`src/rtl/pwm5_pkg.sv`:
```
package pwm5_pkg;
  typedef enum logic [2:0] {
    LV_ZERO  = 3'b000,
    LV_PHALF = 3'b001,
    LV_PFULL = 3'b010,
    LV_NFULL = 3'b110,
    LV_NHALF = 3'b111
  } lvl_t;

  localparam int G_S1 = 0;
  localparam int G_S2 = 1;
  localparam int G_S3 = 2;
  localparam int G_S4 = 3;
  localparam int G_S5 = 4;
endpackage

```
`src/rtl/pwm5_carrier.sv`:
```
module pwm5_carrier #(
  parameter int MAG_W    = 8,
  parameter int TICK_DIV = 1
) (
  input  logic             clk,
  input  logic             rst_n,
  output logic [MAG_W-2:0] car_lo,
  output logic [MAG_W-1:0] car_hi
);
  localparam int LO_W = MAG_W - 1;
  localparam logic [LO_W-1:0] LO_TOP = {LO_W{1'b1}};

  logic tick;
  logic rising;

  generate
    if (TICK_DIV > 1) begin : g_pre
      localparam int PW = $clog2(TICK_DIV);
      logic [PW-1:0] pre;
      always_ff @(posedge clk or negedge rst_n) begin
        if (!rst_n) pre <= '0;
        else if (pre == PW'(TICK_DIV - 1)) pre <= '0;
        else pre <= pre + 1'b1;
      end
      assign tick = (pre == PW'(TICK_DIV - 1));
    end else begin : g_nopre
      assign tick = 1'b1;
    end
  endgenerate

  always_ff @(posedge clk or negedge rst_n) begin
    if (!rst_n) begin
      car_lo <= '0;
      rising <= 1'b1;
    end else if (tick) begin
      if (rising) begin
        if (car_lo == LO_TOP) begin
          car_lo <= car_lo - 1'b1;
          rising <= 1'b0;
        end else begin
          car_lo <= car_lo + 1'b1;
        end
      end else begin
        if (car_lo == '0) begin
          car_lo <= car_lo + 1'b1;
          rising <= 1'b1;
        end else begin
          car_lo <= car_lo - 1'b1;
        end
      end
    end
  end

  assign car_hi = {1'b1, car_lo};

  // the triangle moves by exactly one step per tick
  a_r2_unit_step: assert property (@(posedge clk) disable iff (!rst_n)
    tick |=> (car_lo == $past(car_lo) + 1'b1) || (car_lo == $past(car_lo) - 1'b1));
endmodule

```
`src/rtl/pwm5_compare.sv`:
```
module pwm5_compare
  import pwm5_pkg::*;
#(
  parameter int MAG_W = 8
) (
  input  logic [MAG_W-1:0] mag,
  input  logic             neg,
  input  logic [MAG_W-2:0] car_lo,
  input  logic [MAG_W-1:0] car_hi,
  output lvl_t             lvl
);
  logic above_hi, above_lo;

  assign above_hi = (mag > car_hi);
  assign above_lo = (mag > {1'b0, car_lo});

  always_comb begin
    if (above_hi)      lvl = neg ? LV_NFULL : LV_PFULL;
    else if (above_lo) lvl = neg ? LV_NHALF : LV_PHALF;
    else               lvl = LV_ZERO;
  end
endmodule

```
`src/rtl/pwm5_gates.sv`:
```
module pwm5_gates
  import pwm5_pkg::*;
(
  input  logic       clk,
  input  logic       rst_n,
  input  lvl_t       lvl,
  input  logic       neg,
  output logic [4:0] gate,
  output logic [2:0] level
);
  logic [4:0] nxt;

  always_comb begin
    nxt = '0;
    case (lvl)
      LV_PFULL: begin nxt[G_S1] = 1'b1; nxt[G_S4] = 1'b1; end
      LV_PHALF: begin nxt[G_S4] = 1'b1; nxt[G_S5] = 1'b1; end
      LV_NHALF: begin nxt[G_S2] = 1'b1; nxt[G_S5] = 1'b1; end
      LV_NFULL: begin nxt[G_S2] = 1'b1; nxt[G_S3] = 1'b1; end
      default: begin
        if (neg) begin nxt[G_S1] = 1'b1; nxt[G_S2] = 1'b1; end
        else     begin nxt[G_S3] = 1'b1; nxt[G_S4] = 1'b1; end
      end
    endcase
  end

  always_ff @(posedge clk or negedge rst_n) begin
    if (!rst_n) begin
      gate  <= '0;
      level <= LV_ZERO;
    end else begin
      gate  <= nxt;
      level <= lvl;
    end
  end

  // one leg never has both devices on
  a_r9_leg_excl: assert property (@(posedge clk) disable iff (!rst_n)
    !(gate[G_S1] && gate[G_S3]));
  // line-frequency pair is complementary once running
  a_r9_line_pair: assert property (@(posedge clk) disable iff (!rst_n)
    (gate != '0) |-> (gate[G_S2] != gate[G_S4]));
endmodule

```
`src/rtl/pwm5_top.sv`:
```
module pwm5_top
  import pwm5_pkg::*;
#(
  parameter int MAG_W    = 8,
  parameter int TICK_DIV = 1
) (
  input  logic             clk,
  input  logic             rst_n,
  input  logic [MAG_W-1:0] ref_mag,
  input  logic             ref_neg,
  output logic [4:0]       gate,
  output logic [2:0]       level
);
  logic [MAG_W-2:0] car_lo;
  logic [MAG_W-1:0] car_hi;
  lvl_t             lvl;

  pwm5_carrier #(.MAG_W(MAG_W), .TICK_DIV(TICK_DIV)) u_car (
    .clk(clk), .rst_n(rst_n), .car_lo(car_lo), .car_hi(car_hi)
  );

  pwm5_compare #(.MAG_W(MAG_W)) u_cmp (
    .mag(ref_mag), .neg(ref_neg), .car_lo(car_lo), .car_hi(car_hi), .lvl(lvl)
  );

  pwm5_gates u_gt (
    .clk(clk), .rst_n(rst_n), .lvl(lvl), .neg(ref_neg), .gate(gate), .level(level)
  );

  // two devices conduct in every running cycle
  a_r8_two_on: assert property (@(posedge clk) disable iff (!rst_n)
    (gate != '0) |-> ($countones(gate) == 2));
  // midpoint switch on exactly for half levels
  a_r5_mid_half: assert property (@(posedge clk) disable iff (!rst_n)
    gate[G_S5] == ((level == 3'b001) || (level == 3'b111)));
  // sign of a nonzero level matches the line-rate pair
  a_r4_sign_pair: assert property (@(posedge clk) disable iff (!rst_n)
    (level != 3'b000) |-> (level[2] == gate[G_S2]));
  // once running the gates never return to all-off
  a_r1_leave_reset: assert property (@(posedge clk) disable iff (!rst_n)
    (gate != '0) |=> (gate != '0));
endmodule

```
`config.mk`:
```
export PLATFORM = sky130hd
export DESIGN_NAME = pwm5_top
export DESIGN_NICKNAME = d
export VERILOG_FILES = /design/src/rtl/pwm5_pkg.sv /design/src/rtl/pwm5_carrier.sv /design/src/rtl/pwm5_compare.sv /design/src/rtl/pwm5_gates.sv /design/src/rtl/pwm5_top.sv
export SDC_FILE = /design/constraint.sdc
export NUM_CORES = 1
export LEC_CHECK = 0
export BUFFER_PORTS_ARGS = -buffer_cell sky130_fd_sc_hd__buf_2
export CAP_MARGIN = 20
export CORE_MARGIN = 4
export CORE_UTILIZATION = 35
export CTS_BUF_LIST = sky130_fd_sc_hd__clkbuf_2 sky130_fd_sc_hd__clkbuf_4 sky130_fd_sc_hd__clkbuf_8
export DETAILED_ROUTE_END_ITERATION = 6
export GPL_TIMING_DRIVEN = 0
export PLACE_DENSITY = 0.62
export SLEW_MARGIN = 25
export SYNTH_ARGS = -nofsm -noshare
export SYNTH_HDL_FRONTEND = slang
export SYNTH_SLANG_ARGS = --single-unit
```
`constraint.sdc`:
```
create_clock -name clk -period 3.4 [get_ports clk]
set_input_delay 0.51 -clock clk [delete_from_list [all_inputs] [get_ports clk]]
set_output_delay 0.51 -clock clk [all_outputs]
set_load 0.02 [all_outputs]
```
==> flow_summary.json <==
{
  "status": "finished clean",
  "max-cap-violations": 0,
  "clock_skew_ps": 8.20,
  "port_buffers": 18,
  "power_frac_seq_pct": 53.0,
  "slew_headroom_pct": 75.8,
  "synth_cells": 87,
  "synthFlopType": "dfrtp_1",
  "p_switching_uw": 93.8,
  "globalplace.congestion": 0.848,
  "drt_iter0_markers": 14,
  "ys_seq_elements": 16,
  "max-vdd-ir-drop_mv": 0.222,
  "grt_pass1_vias": 689,
  "fin_crit_sh_pct": 59.9,
  "postRouteAntennaNets": 0,
  "wire_per_inst_um": 12.9,
  "final_area_um2": 1100,
  "coreArea_um2": 2520,
  "path_delay_family": "adder cells",
  "root_buffer": "clkbuf_4",
  "post-cts-setup-buffers": 0,
  "synth_edf_count": 0,
  "cts_tree": "built",
  "dr_total_vias": 713,
  "path_buf_inv": 1,
  "clockPowerShare_pct": 34.2,
  "cts_inserted_buffers": 3,
  "ys.warnings.count": 0,
  "rsz0062_at_grt": "false",
  "async_reset_ff_share_pct": 100,
  "reg2regPathDepth": 6,
  "vias_per_cell": 5.13,
  "cts_max_level": 1,
  "drive_gt1_share_pct": 28.4,
  "worstPathCellList": "inv_1, ha_1, nand3_1, or2_2, o21a_1, maj3_1",
  "wirelength_mm": 1.80,
  "worstPathRequired_ps": 3570,
  "seq_area_um2": 402,
  "placed_cell_area_um2": 1060,
  "fmax_mhz": 491,
  "nFillCells": 246,
  "clock-sinks": 16,
  "power_uw": 375,
  "worst_slew_pin_slew_ps": 362,
  "cp.arrival_ps": 2210,
  "slew_violations": 0,
  "hold_violations": 0,
  "layout_common_cells": "buf_2 (18), dfrtp_1 (15), inv_1 (11), ha_1 (10), xnor2_1 (6)",
  "cts_resized": 0,
  "dp_cells": 135,
  "die_x_um": 59.7,
  "slowest_delay_ps": 540,
  "drt_first_pass_iters": 4,
  "synth_area_um2": 936,
  "synth.distinct_cells": 32,
  "path_clk_slew_ps": 100,
  "p_int_uw": 281,
  "gr-usage-all-layers_pct": 11.4,
  "fin_nets": 131,
  "p_per_area_nw_per_um2": 341,
  "n_antenna_cell": 0,
  "finalNonFillerCells": 139,
  "hpwl_mm": 1.44,
  "route.detailed.drc": 0,
  "synth.avg_cell_area_um2": 10.8,
  "rrSetupSlack_ps": 1360,
  "die_area_um2": 3570,
  "cp_max_fo": 7,
  "dieHeight_um": 59.7,
  "min_path_type": "in -> async",
  "insertion_delay_ps": 290,
  "grt_pass1_wl_mm": 3.06,
  "overflow": 0,
  "crit_cells": 6,
  "area_growth_pct": 17.5,
  "layout_commonest_cell": "buf_2",
  "setup_tns_ps": 0,
  "leakage_nw": 0.525,
  "grt_max_degree": 17,
  "r2r_end": "u_gt.level[1]",
  "worstSetupPathType": "reg -> reg",
  "setup_viol": 0,
  "start_util_pct": 37.1,
  "clock_path_buffers": 2,
  "timing.rr.start": "u_car.car_lo[5]",
  "end_kind": "flip-flop",
  "fin_crit_ps": 2040,
  "io_pins": 19,
  "p_comb_share_pct": 12.8,
  "num_rows": 18,
  "cp-start-kind": "flip-flop",
  "synth-seq-area-share_pct": 42.9,
  "slowest_stage": "dfrtp_1",
  "antenna_found_initial": 0,
  "swShare_pct": 25.0,
  "synth_nets": 108,
  "multi_input_area_um2": 489,
  "cts_hold_buf": 0
}
flip-flops by register name (all words and copies together), names as in the netlist:
signal	cells
u_car.car_lo	7
u_gt.gate	5
u_gt.level	3
u_car.rising	1
cell usage after synthesis (all sizes together), types with 2 or more instances:
master / instances / share of area, %
ha: 10 / 13
and3: 2 / 1.5
xnor2: 6 / 5.6
nor2: 4 / 2.4
nand3: 5 / 2.7
nand4: 2 / 1.3
dfrtp: 15 / 40
a21oi: 4 / 2.1
and4: 2 / 2.0
a31oi: 3 / 2.7
o21a: 2 / 1.6
nor3: 2 / 1.1
nor2b: 2 / 1.6
o22ai: 2 / 1.3
o211ai: 2 / 1.6
nand2: 3 / 1.2
a41oi: 2 / 4.7
inv: 11 / 4.4
layout make-up:
| type | instances | area share (%) |
|---|---|---|
| flip-flops and latches | 16 | 36.5 |
| inverters | 11 | 3.75 |
| clock buffers | 4 | 3.30 |
| repair buffers | 18 | 8.19 |
| plain buffers | 1 | 0.341 |
| well taps | 30 | 3.41 |
| multi-input cells | 59 | 44.5 |
power groups by stage:
stage	Sequential (mW)	Combinational (mW)	Clock, mW
global placement	0.203	0.0474	0
finish	0.199	0.0478	0.128
CTS	0.199	0.0489	0.132
global route	0.200	0.0538	0.137
detailed placement	0.203	0.0487	0
floorplan	0.214	0.0161	0
worst max-delay path by stage:
| stage | end | startpoint |
|---|---|---|
| 2_1_floorplan | u_gt.level[1] | ref_mag[1] |
| 3_3_place_gp | u_gt.level[1] | ref_mag[1] |
| 3_5_place_dp | u_gt.level[1] | ref_mag[1] |
| 4_1_cts | u_gt.level[1] | u_car.car_lo[5] |
| 5_1_grt | u_gt.level[1] | u_car.car_lo[5] |
| 6_report | u_gt.level[1] | u_car.car_lo[5] |
through the flow:
step	utilization [%]	hold WS [ps]	setup WS, ps
floorplan	-	214	1530
global placement	42.2	443	1360
detailed placement	42.2	444	1310
CTS	43.6	121	1360
global route	43.6	143	1260
finish	43.6	108	1360
logic make-up (layout without fill, tap and decap cells):
group / Yosys count / after routing / share of synthesized area [%]
flip-flops: 16 / 16 / 42.9
XOR/XNOR: 6 / 6 / 5.61
buffers and inverters: 12 / 34 / 4.81
AND/OR/NAND/NOR: 24 / 24 / 15.1
adder cells (fa/ha/maj): 11 / 11 / 14.4
multiplexers: 1 / 1 / 1.07
AO/OA/AOI/OAI: 17 / 17 / 16.0
per-layer routing:
metal / GRT usage (%) / vias to the layer above / part of all wire (%)
li1: - / 357 / -
met4: 7.59 / 0 / 2.9
met3: 1.73 / 5 / 3.2
met1: 15.0 / 338 / 46
met5: 0 / - / 0
met2: 17.3 / 13 / 48
(Power assumes the default switching activity.)
